--- config.mk ---
export PLATFORM = sky130hd
export DESIGN_NAME = suspend_wake_seq
export DESIGN_NICKNAME = d
export VERILOG_FILES = /design/src/rtl/swseq_pkg.sv /design/src/rtl/swseq_req_filter.sv /design/src/rtl/swseq_datapath.sv /design/src/rtl/swseq_ctrl.sv /design/src/rtl/suspend_wake_seq.sv
export SDC_FILE = /design/constraint.sdc
export NUM_CORES = 1
export LEC_CHECK = 0
export CAP_MARGIN = 20
export CORE_UTILIZATION = 45
export DETAILED_ROUTE_END_ITERATION = 16
export GPL_ROUTABILITY_DRIVEN = 0
export HOLD_SLACK_MARGIN = 0.06
export PLACE_DENSITY_LB_ADDON = 0.08
export SLEW_MARGIN = 20
export SYNTH_ARGS = -nofsm -noshare
export SYNTH_HDL_FRONTEND = slang
export SYNTH_HIERARCHICAL = 1
export SYNTH_SLANG_ARGS = --single-unit
--- constraint.sdc ---
create_clock -name clk -period 3.1 [get_ports clk]
set_input_delay 0.775 -clock clk [delete_from_list [all_inputs] [get_ports clk]]
set_output_delay 0.775 -clock clk [all_outputs]
set_load 0.1 [all_outputs]
--- src/rtl/swseq_pkg.sv ---
package swseq_pkg;

  typedef enum logic [1:0] {
    ST_ACTIVE      = 2'd0,
    ST_WAIT_SYNC   = 2'd1,
    ST_SUSPENDED   = 2'd2,
    ST_WAKE_TIMING = 2'd3
  } seqState_t;

  // control -> datapath
  typedef struct packed {
    logic enterSusp;
    logic startWake;
    logic countEn;
    logic releaseOe;
    logic releaseWp;
  } seqStrobe_t;

  // datapath -> control
  typedef struct packed {
    logic reqEff;
    logic wakeHit;
    logic crcLatched;
    logic awake;
    logic oeDue;
    logic wpDue;
  } seqStatus_t;

endpackage

--- src/rtl/swseq_req_filter.sv ---
module swseq_req_filter #(
  parameter int STABLE_LEN = 4
) (
  input  logic clk,
  input  logic rstN,
  input  logic rawIn,
  output logic filtOut
);
  localparam int CNT_W = (STABLE_LEN > 1) ? $clog2(STABLE_LEN) : 1;
  localparam logic [CNT_W-1:0] LAST = CNT_W'(STABLE_LEN - 1);

  logic [CNT_W-1:0] diffCnt;
  logic             filtQ;

  always_ff @(posedge clk or negedge rstN) begin
    if (!rstN) begin
      diffCnt <= '0;
      filtQ   <= 1'b0;
    end else if (rawIn == filtQ) begin
      diffCnt <= '0;
    end else if (diffCnt == LAST) begin
      diffCnt <= '0;
      filtQ   <= rawIn;
    end else begin
      diffCnt <= diffCnt + 1'b1;
    end
  end

  assign filtOut = filtQ;
endmodule

--- src/rtl/swseq_datapath.sv ---
module swseq_datapath
  import swseq_pkg::*;
#(
  parameter int PIN_W    = 8,
  parameter int DLY_W    = 3,
  parameter int FILT_LEN = 4
) (
  input  logic             clk,
  input  logic             rstN,
  input  logic             cfgFilterEn,
  input  logic             cfgMultiWakeEn,
  input  logic [PIN_W-1:0] cfgWakeMask,
  input  logic [DLY_W-1:0] cfgOeDelay,
  input  logic [DLY_W-1:0] cfgWpDelay,
  input  logic             cfgGsrEn,
  input  logic             suspendReq,
  input  logic [PIN_W-1:0] wakePins,
  input  logic             crcErr,
  input  seqStrobe_t       strobe,
  output seqStatus_t       status,
  output logic             awake,
  output logic             outEnable,
  output logic             writeProtect,
  output logic             gsrPulse
);
  localparam int CNT_W = DLY_W + 1;
  localparam logic [CNT_W-1:0] CNT_MAX = {CNT_W{1'b1}};

  logic reqFilt;
  logic reqEff;

  swseq_req_filter #(.STABLE_LEN(FILT_LEN)) u_filter (
    .clk     (clk),
    .rstN    (rstN),
    .rawIn   (suspendReq),
    .filtOut (reqFilt)
  );

  assign reqEff = cfgFilterEn ? reqFilt : suspendReq;

  // masked wake pins
  logic [PIN_W-1:0] pinHit;
  for (genvar i = 0; i < PIN_W; i++) begin : g_pin
    assign pinHit[i] = wakePins[i] & cfgWakeMask[i];
  end

  // output re-enable delay never exceeds write-protect delay
  logic [DLY_W-1:0] oeEff;
  assign oeEff = (cfgOeDelay > cfgWpDelay) ? cfgWpDelay : cfgOeDelay;

  logic [CNT_W-1:0] tmrCnt;
  logic suspFlag, awakeQ, oeQ, wpQ, crcQ, wakeDly, gsrQ;

  always_ff @(posedge clk or negedge rstN) begin
    if (!rstN) begin
      tmrCnt   <= '0;
      suspFlag <= 1'b0;
      awakeQ   <= 1'b1;
      oeQ      <= 1'b1;
      wpQ      <= 1'b0;
      crcQ     <= 1'b0;
      wakeDly  <= 1'b0;
      gsrQ     <= 1'b0;
    end else begin
      crcQ    <= crcQ | crcErr;
      awakeQ  <= ~suspFlag;
      wakeDly <= strobe.startWake;
      gsrQ    <= wakeDly & cfgGsrEn;

      if (strobe.enterSusp)      suspFlag <= 1'b1;
      else if (strobe.startWake) suspFlag <= 1'b0;

      if (strobe.startWake)                        tmrCnt <= '0;
      else if (strobe.countEn && tmrCnt != CNT_MAX) tmrCnt <= tmrCnt + 1'b1;

      if (strobe.enterSusp)      oeQ <= 1'b0;
      else if (strobe.releaseOe) oeQ <= 1'b1;

      if (strobe.enterSusp)      wpQ <= 1'b1;
      else if (strobe.releaseWp) wpQ <= 1'b0;
    end
  end

  always_comb begin
    status.reqEff     = reqEff;
    status.wakeHit    = ~reqEff | (cfgMultiWakeEn & (|pinHit));
    status.crcLatched = crcQ;
    status.awake      = awakeQ;
    status.oeDue      = (tmrCnt == {1'b0, oeEff});
    status.wpDue      = (tmrCnt == {1'b0, cfgWpDelay});
  end

  assign awake        = awakeQ;
  assign outEnable    = oeQ;
  assign writeProtect = wpQ;
  assign gsrPulse     = gsrQ;
endmodule

--- src/rtl/swseq_ctrl.sv ---
module swseq_ctrl
  import swseq_pkg::*;
(
  input  logic       clk,
  input  logic       rstN,
  input  logic       cfgSyncEn,
  input  logic       syncAck,
  input  seqStatus_t status,
  output seqStrobe_t strobe
);
  seqState_t state, stateNext;

  always_ff @(posedge clk or negedge rstN) begin
    if (!rstN) state <= ST_ACTIVE;
    else       state <= stateNext;
  end

  always_comb begin
    stateNext = state;
    strobe    = '0;
    unique case (state)
      ST_ACTIVE: begin
        if (status.reqEff && !status.crcLatched) begin
          if (cfgSyncEn) begin
            stateNext = ST_WAIT_SYNC;
          end else begin
            strobe.enterSusp = 1'b1;
            stateNext        = ST_SUSPENDED;
          end
        end
      end
      ST_WAIT_SYNC: begin
        if (status.crcLatched || !status.reqEff) begin
          stateNext = ST_ACTIVE;
        end else if (syncAck) begin
          strobe.enterSusp = 1'b1;
          stateNext        = ST_SUSPENDED;
        end
      end
      ST_SUSPENDED: begin
        if (status.wakeHit && !status.crcLatched) begin
          strobe.startWake = 1'b1;
          stateNext        = ST_WAKE_TIMING;
        end
      end
      ST_WAKE_TIMING: begin
        if (status.awake) begin
          strobe.countEn   = 1'b1;
          strobe.releaseOe = status.oeDue;
          if (status.wpDue) begin
            strobe.releaseWp = 1'b1;
            stateNext        = ST_ACTIVE;
          end
        end
      end
      default: stateNext = ST_ACTIVE;
    endcase
  end
endmodule

--- src/rtl/suspend_wake_seq.sv ---
module suspend_wake_seq
  import swseq_pkg::*;
#(
  parameter int PIN_W    = 8,
  parameter int DLY_W    = 3,
  parameter int FILT_LEN = 4
) (
  input  logic             clk,
  input  logic             rstN,
  input  logic             cfgFilterEn,
  input  logic             cfgSyncEn,
  input  logic             cfgMultiWakeEn,
  input  logic [PIN_W-1:0] cfgWakeMask,
  input  logic [DLY_W-1:0] cfgOeDelay,
  input  logic [DLY_W-1:0] cfgWpDelay,
  input  logic             cfgGsrEn,
  input  logic             suspendReq,
  input  logic             syncAck,
  input  logic [PIN_W-1:0] wakePins,
  input  logic             crcErr,
  output logic             awake,
  output logic             outEnable,
  output logic             writeProtect,
  output logic             gsrPulse
);
  seqStrobe_t strobe;
  seqStatus_t status;

  swseq_ctrl u_ctrl (
    .clk       (clk),
    .rstN      (rstN),
    .cfgSyncEn (cfgSyncEn),
    .syncAck   (syncAck),
    .status    (status),
    .strobe    (strobe)
  );

  swseq_datapath #(
    .PIN_W    (PIN_W),
    .DLY_W    (DLY_W),
    .FILT_LEN (FILT_LEN)
  ) u_dp (
    .clk            (clk),
    .rstN           (rstN),
    .cfgFilterEn    (cfgFilterEn),
    .cfgMultiWakeEn (cfgMultiWakeEn),
    .cfgWakeMask    (cfgWakeMask),
    .cfgOeDelay     (cfgOeDelay),
    .cfgWpDelay     (cfgWpDelay),
    .cfgGsrEn       (cfgGsrEn),
    .suspendReq     (suspendReq),
    .wakePins       (wakePins),
    .crcErr         (crcErr),
    .strobe         (strobe),
    .status         (status),
    .awake          (awake),
    .outEnable      (outEnable),
    .writeProtect   (writeProtect),
    .gsrPulse       (gsrPulse)
  );
endmodule

==> Word-level counts from Yosys, hierarchy flattened <==
Index checks and enable logic that the tools add are counted.
Widths: inputs -> output; s select.
{ "word_totals": {"ff_bits": 16, "input_bits": 31, "out_inout_bits": 4, "elab_cells": 86} }
{ "op_classes": {"n_addsub": 2, "order_cmp": 1, "n_eq_ne": 13, "n_mux": 30, "bitwise": 15, "reduce_logical": 14} }
{ "op_table": {"columns": ["operator", "count"], "rows": [
  ["$mux 2", 9],
  ["$mux 1", 14],
  ["$and 1x1->1", 10],
  ["$mux 3", 3],
  ["$eq 4x3->1", 2],
  ["$mux 4", 2],
  ["$pmux 2 s4", 1],
  ["$reduce_bool 2->1", 4],
  ["$reduce_or 8->1", 1],
  ["$eq 2x2->1 const B", 3],
  ["$ne 2x1->1 const B", 3],
  ["$reduce_and 5->1", 1],
  ["$add 4x1->4 const B", 1],
  ["$ne 4x4->1 const B", 1],
  ["$gt 3x3->1", 1],
  ["$logic_and 1x1->1", 3],
  ["$ne 3x2->1 const B", 1],
  ["$not 1->1", 3],
  ["$add 2x1->2 const B", 1],
  ["$eq 2x1->1 const B", 1],
  ["$logic_not 1->1", 2],
  ["$logic_not 2->1", 1],
  ["$ne 2x2->1 const B", 1],
  ["$or 1x1->1", 2],
  ["other kinds (4)", 4]
]} }

==> Logic depth before layout (Yosys ltp) <==
Gate-level depths: netlist of the first run.
{ "logic_depth": {"word_depth": 9, "ltp_mapped": 10, "depth_no_buf": 10} }

==> Hierarchy <==
Netlist of the first run, hierarchy kept.
{ "by_module_without_submodules": {"columns": ["module", "instances", "cells_each", "area_each_um2", "seq_area_each_um2"], "rows": [
  ["swseq_datapath", 1, 75, 720.7, 277.8],
  ["swseq_ctrl", 1, 25, 206.4, 50.0],
  ["swseq_req_filter", 1, 8, 123.9, 75.1]
]} }

==> Worst setup path after synthesis of the first run <==
OpenSTA, ideal clock, no wires.
{ "synth_timing": {"path_type": "input port to flip-flop", "startpoint": "input port cfgWpDelay[1]", "endpoint": "register u_dp.oeQ, in the netlist u_dp/outEnable", "setup_time_ps": 68, "arrival_time_ps": 2208, "t_required_ps": 3032, "slack_ps": 824, "cell_stages": 10, "n_path_buf": 0, "path_cell_list": "inv_1 -> ha_1 -> nor2b_4 -> o21ai_2 -> a32oi_2 -> a2111o_1 -> a211oi_2 -> and2_1 -> nor2_1 -> nor2_1"} }
{ "synth_lines": {"columns": ["item", "line", "text"], "rows": [
  ["start: declaration", "suspend_wake_seq.sv:15", "input logic [DLY_W-1:0] cfgWpDelay,"],
  ["end signal: assignment", "swseq_datapath.sv:59", "oeQ <= 1'b1;"],
  ["end signal: assignment", "swseq_datapath.sv:76", "if (strobe.enterSusp) oeQ <= 1'b0;"],
  ["end signal: assignment", "swseq_datapath.sv:77", "else if (strobe.releaseOe) oeQ <= 1'b1;"],
  ["end: declaration", "swseq_datapath.sv:52", "logic suspFlag, awakeQ, oeQ, wpQ, crcQ, wakeDly, gsrQ;"]
]} }

==> flow_summary.yaml, run 1 <==
global_route:
  grt-ovfl-total: 0
  track_usage_pct: 18.5
  antenna_found_initial: 0
  grt_pass1_wl_mm: 3.55
  grt_pass1_vias: 869
  grt_max_degree: 17
sta:
  tightest_slew_ns: 0.695
  hold_viol_final: 0
  period_share_pct: 83.5
  fmax_mhz: 386
  rsz0062_at_grt: "false"
  setup_tns_ns: 0
  finalSetupViolations: 0
  clock_skew_ns: 0.00104
  drv_slew: 0
  fin_crit_ns: 2.59
  relSlewSlack_pct: 53.5
cells_and_area:
  layout_commonest_cell: "clkdlybuf4s50_1"
  area_growth_syn_to_layout_pct: 34.2
  multi_input_area_sq_um: 564
  final_core_util_pct: 63.7
  final_layout_size_suffix_gt1_share_pct: 14.2
  num_antenna_cells: 0
  stdcell_area_sq_um: 1410
  final_cell_mix: "clkdlybuf4s50_1, dfrtp_1, inv_1"
  fillers: 212
  nNetsFinal: 178
  seq_area_sq_um: 403
synthesis:
  ys_ff_latch: 16
  synth_edf_count: 0
  async_reset_ff_share_pct: 100
  synthesis.instances: 108
  syn_nets: 144
  yosysUniqueCellTypes: 44
  synth_ff_type: "dfrtp_1"
  netlist_area_sq_um: 1050
  ys_seq_area_share_pct: 38.3
  avgSynthCellArea_sq_um: 9.73
  yosys_warnings: 6
critical_path:
  arrival_ns: 2.81
  critPathKind: "in -> reg"
  end_kind: "flop"
  cp_max_fo: 4
  cp.required_ns: 3.32
  crit_top_cell: "nor2_1"
  slowest_stage: "clkdlybuf4s50_1"
  critPathMaxStageDelay_ns: 0.49
  worstSetupStartpointType: "input pin"
  cp_cell_sequence: "clkdlybuf4s50_1 > inv_1 > ha_1 > nor2b_4 > o21ai_2 > a32oi_2 > a2111o_1 > a211oi_2 > and2_1 > nor2_1 > nor2_1"
clock_network:
  clk_path_buf_depth: 2
  numCtsBuffers: 3
  cts-htree-levels: 1
  cts_tree: "built"
  ctsResizeCount: 0
  postCtsSetupBuffers: 0
  clkSinkCount: 16
  clk_latency_ns: 0.28
  ctsHoldBuffers: 0
  cts.reportedPaths.clkPinSlew_ns: 0.09
  cts-root-buf: "clkbuf_4"
floorplan:
  initial_utilization_pct: 47.5
  dieHeight_microns: 50.3
  dieWidth_microns: 50.3
  io_pins: 35
  row_count: 17
  die_area_sq_um: 2530
  core_area_sq_um: 2210
routing:
  routed_wl_mm: 2.08
  vias: 907
  route.detailed.drc: 0
  via_per_inst: 5.37
  ant_nets: 0
  dr.pass1.iters: 4
  drt-initial-drc-count: 16
  routedWlPerCell_microns: 12.3
place:
  place_area_sq_um: 1370
  post-dp-hpwl_mm: 1.67
  numPortBuffers: 34
status:
  status: "complete, no violations"
run:
  drv_cap: 0
worst_hold_path:
  hp-class: "reg -> reg"
power_and_ir_drop:
  power.static_leakage_uw: 0.000622
  ir_worst_vdd_uv: 268
  power_density_nw_per_um2: 426
through the flow:
step	power (uW)	std cells	worst slack [ns]	hold WS (ns)
5_1_grt	642	169	0.475	0.398
4_1_cts	607	169	0.535	0.375
6_report	600	169	0.512	0.372
3_3_place_gp	464	165	0.313	0.361
3_5_place_dp	472	165	0.223	0.358
2_1_floorplan	417	108	0.824	0.348
layer usage:
layer	part of all wire [%]	vias to the layer above	global-route usage [%]
met5	0	-	0
met4	0.39	0	6.94
met3	7.3	2	5.15
met2	49	38	32.2
met1	43	422	21.5
li1	-	445	-
cells by family (layout without fill, tap and decap cells):
family          Yosys count  after routing  share of synthesized area, %
simple gates             43             43                          23.5
compound gates           20             20                          16.1
flops                    16             16                          38.3
buf+inv                  15             48                          7.98
fa+ha+maj                 5              5                          5.95
xor+xnor                  5              5                          4.17
mux                       4              4                          4.05
synth_stat cells, types with 3 or more instances:
cell type  instances  area share (%)
dfrtp_1           14              33
inv_1              9             3.2
nand2_1            8             2.9
nor2_1             7             2.5
nand3_1            6             2.9
ha_1               5             6.0
a22oi_1            4             2.9
nand2b_1           4             2.4
xnor2_1            4             3.3
and2_1             3             1.8
buf_4              3             2.1
worst max-delay path, delay by kind of cell:
family / cells / cell delay, ns
AO/OA/AOI/OAI: 4 / 0.75
adder cells (fa/ha/maj): 1 / 0.31
buffers and inverters: 2 / 0.56
AND/OR/NAND/NOR: 4 / 0.40
sequential cells by signal, indices dropped and copies added, names as in the netlist:
name and flops:
u_dp/u_filter/filtOut 1, u_dp/gsrPulse 1, u_ctrl/state 2, u_dp/tmrCnt 4
u_dp/writeProtect 1, u_dp/crcQ 1, u_dp/wakeDly 1, u_dp/suspFlag 1
u_dp/awake 1, u_dp/u_filter/diffCnt 2, u_dp/outEnable 1
power breakdown:
part           internal, uW  total (uW)  switching, uW
clock                  71.4         134           63.1
sequential              241         277           36.4
combinational           104         189           84.4
total                   416         600            184
area by class of cell:
| cell class | instances | area share, % |
|---|---|---|
| multi-input cells | 77 | 40.0 |
| flip-flops and latches | 16 | 28.6 |
| repair buffers | 35 | 24.0 |
| clock buffers | 4 | 2.57 |
| well taps | 28 | 2.48 |
| inverters | 9 | 2.40 |
final timing paths:
path	from	to	slack [ns]	cells after the start
min in group asynchronous	rstN	u_dp/tmrCnt[3]$_DFFE_PN0P_	0.91	1
setup reg to reg	u_dp/tmrCnt[0]$_DFFE_PN0P_	u_ctrl/state[0]$_DFFE_PN0P_	1.41	6
hold / removal	u_dp/suspFlag$_DFFE_PN0P_	u_dp/awake$_DFF_PN1_	0.37	1
max in group asynchronous	rstN	u_ctrl/state[0]$_DFFE_PN0P_	1.75	1
setup / recovery	cfgWpDelay[1]	u_dp/outEnable$_DFFE_PN1P_	0.51	11
hold reg to reg	u_dp/suspFlag$_DFFE_PN0P_	u_dp/awake$_DFF_PN1_	0.37	1
Note: power is estimated with default switching activity, not from simulation.
==> inputs of run 2 (changes only) <==
--- a/config.mk
+++ b/config.mk
@@ -6,7 +6,8 @@
 export NUM_CORES = 1
 export LEC_CHECK = 0
 export CAP_MARGIN = 20
-export CORE_UTILIZATION = 45
+export CORE_ASPECT_RATIO = 0.5
+export CORE_UTILIZATION = 40
 export DETAILED_ROUTE_END_ITERATION = 16
 export GPL_ROUTABILITY_DRIVEN = 0
 export HOLD_SLACK_MARGIN = 0.06
==> constraint.sdc (replaced) <==
create_clock -name clk -period 2.3 [get_ports clk]
set_input_delay 0.575 -clock clk [delete_from_list [all_inputs] [get_ports clk]]
set_output_delay 0.575 -clock clk [all_outputs]
set_load 0.1 [all_outputs]
==> run 2 against run 1 <==
Register-to-register slack worse by 0.83 ns. Clock skew up 0.00050 ns. Critical path depth down 4. Combinational power up 52%. Worst setup slack worse by 0.33 ns. Largest cell class unchanged.
==> flow_summary.yaml, run 2 (synthesized netlist as in run 1, its figures left out) <==
status:
  status: "complete, no violations"
floorplan:
  row_count: 12
  core_area_sq_um: 2340
  io_pins: 35
  initial_utilization_pct: 44.9
  die_area_sq_um: 2850
  dieHeight_microns: 38.2
  dieWidth_microns: 74.5
cells_and_area:
  final_cell_mix: "clkdlybuf4s50_1, buf_4, dfrtp_1"
  final_layout_size_suffix_gt1_share_pct: 24.0
  seq_area_sq_um: 403
  reg_top3: "u_dp/tmrCnt: 4 flops, u_ctrl/state: 2 flops, u_dp/u_filter/diffCnt: 2 flops"
  largest_reg_flops: 4
  num_antenna_cells: 0
  area_growth_syn_to_layout_pct: 49.6
  top_register: "u_dp/tmrCnt"
  multi_input_area_sq_um: 592
  layout_commonest_cell: "clkdlybuf4s50_1"
  fillers: 203
  nNetsFinal: 191
critical_path:
  end_kind: "flop"
  critPathKind: "in -> reg"
  worstSetupStartpointType: "input pin"
  arrival_ns: 2.26
  cp.required_ns: 2.44
  cp_max_fo: 3
routing:
  route.detailed.drc: 0
  ant_nets: 0
  via_per_inst: 4.85
  dr.pass1.iters: 4
  vias: 916
  routedWlPerCell_microns: 11.3
  drt-initial-drc-count: 23
  routed_wl_mm: 2.13
global_route:
  grt_pass1_vias: 874
  grt_pass1_wl_mm: 3.55
  grt-ovfl-total: 0
  track_usage_pct: 18.1
  grt_max_degree: 17
  antenna_found_initial: 0
power_and_ir_drop:
  clkPwrFrac_pct: 26.7
  seq_power_share_pct: 41.6
  power.static_leakage_uw: 0.000726
  p_switching_uw: 267
  sw_frac_of_total_pct: 29.4
  power_density_nw_per_um2: 577
  power_uw: 908
  power_frac_comb_pct: 31.7
  ir_worst_vdd_uv: 291
  p_int_uw: 641
clock_network:
  numCtsBuffers: 3
  clk_path_buf_depth: 2
  clkSinkCount: 16
  clk_latency_ns: 0.25
  cts-root-buf: "clkbuf_8"
  cts_tree: "built"
  cts-htree-levels: 1
  postCtsSetupBuffers: 0
  cts.reportedPaths.clkPinSlew_ns: 0.06
sta:
  fmax_mhz: 472
  clock_skew_ns: 0.00154
  relSlewSlack_pct: 75.9
  drv_slew: 0
  fin_crit_ns: 2.12
  period_share_pct: 92.2
  rsz0062_at_grt: "false"
  tightest_slew_ns: 0.361
  hold_viol_final: 0
  setup_tns_ns: 0
  finalSetupViolations: 0
worst_hold_path:
  hp-class: "reg -> reg"
place:
  numPortBuffers: 34
  post-dp-hpwl_mm: 1.71
run:
  drv_cap: 0
==> run 2: layer usage <==
layer	track usage [%]	wire length, microns	vias to the layer above
li1	-	-	471
met1	19.7	923	410
met2	33.1	1030	31
met3	5.53	139	4
met4	8.49	33	0
met5	0	0	-
==> run 2: final timing paths <==
| path | startpoint | to | slack, ns | depth (start not counted) |
|---|---|---|---|---|
| max | cfgWpDelay[0] | u_ctrl/state[0]$_DFFE_PN0P_ | 0.18 | 7 |
| min | u_dp/suspFlag$_DFFE_PN0P_ | u_dp/awake$_DFF_PN1_ | 0.39 | 1 |
| max reg2reg | u_dp/tmrCnt[0]$_DFFE_PN0P_ | u_ctrl/state[0]$_DFFE_PN0P_ | 0.58 | 6 |
| min reg2reg | u_dp/suspFlag$_DFFE_PN0P_ | u_dp/awake$_DFF_PN1_ | 0.39 | 1 |
| max in group asynchronous | rstN | u_dp/awake$_DFF_PN1_ | 1.42 | 2 |
| min in group asynchronous | rstN | u_dp/u_filter/diffCnt[1]$_DFF_PN0_ | 0.64 | 2 |
==> run 2: worst max-delay path, cell delays in order <==
cell,delay (ns)
clkdlybuf4s50_1,0.43
buf_4,0.15
a221oi_1,0.38
and4_1,0.30
nand3_1,0.09
o311a_1,0.14
o22a_2,0.20
==> run 2: area by class of cell <==
type	instances	share of cell area, %
multi-input cells	77	37.6
inverters	9	2.15
well taps	35	2.78
flip-flops and latches	16	25.6
repair buffers	48	28.3
clock buffers	4	3.50
==> run 2: timing repair <==
action | in CTS | in global routing
pin swaps | 5 | 6
endpoints found under the setup margin | 1 | 1
hold buffers | 0 | 0
resized for setup | 1 | 7
==> run 2: stage by stage <==
stage          instances  setup slack, ns  cell area [sq um]  hold slack (ns)  util [%]
2_1_floorplan        108            0.224               1050            0.279         -
3_3_place_gp         185           -0.288               1480            0.360      63.2
3_5_place_dp         185           -0.303               1480            0.362      63.2
4_1_cts              189          0.00628               1550            0.388      66.1
5_1_grt              189           0.0529               1570            0.416      67.1
6_report             189            0.180               1570            0.385      67.1
==> run 2: power by group through the flow <==
stage	sequential (uW)	clock [uW]	combinational, uW
floorplan	375	0	187
global placement	377	0	276
detailed placement	382	0	286
CTS	379	253	290
global route	387	266	318
finish	378	242	288
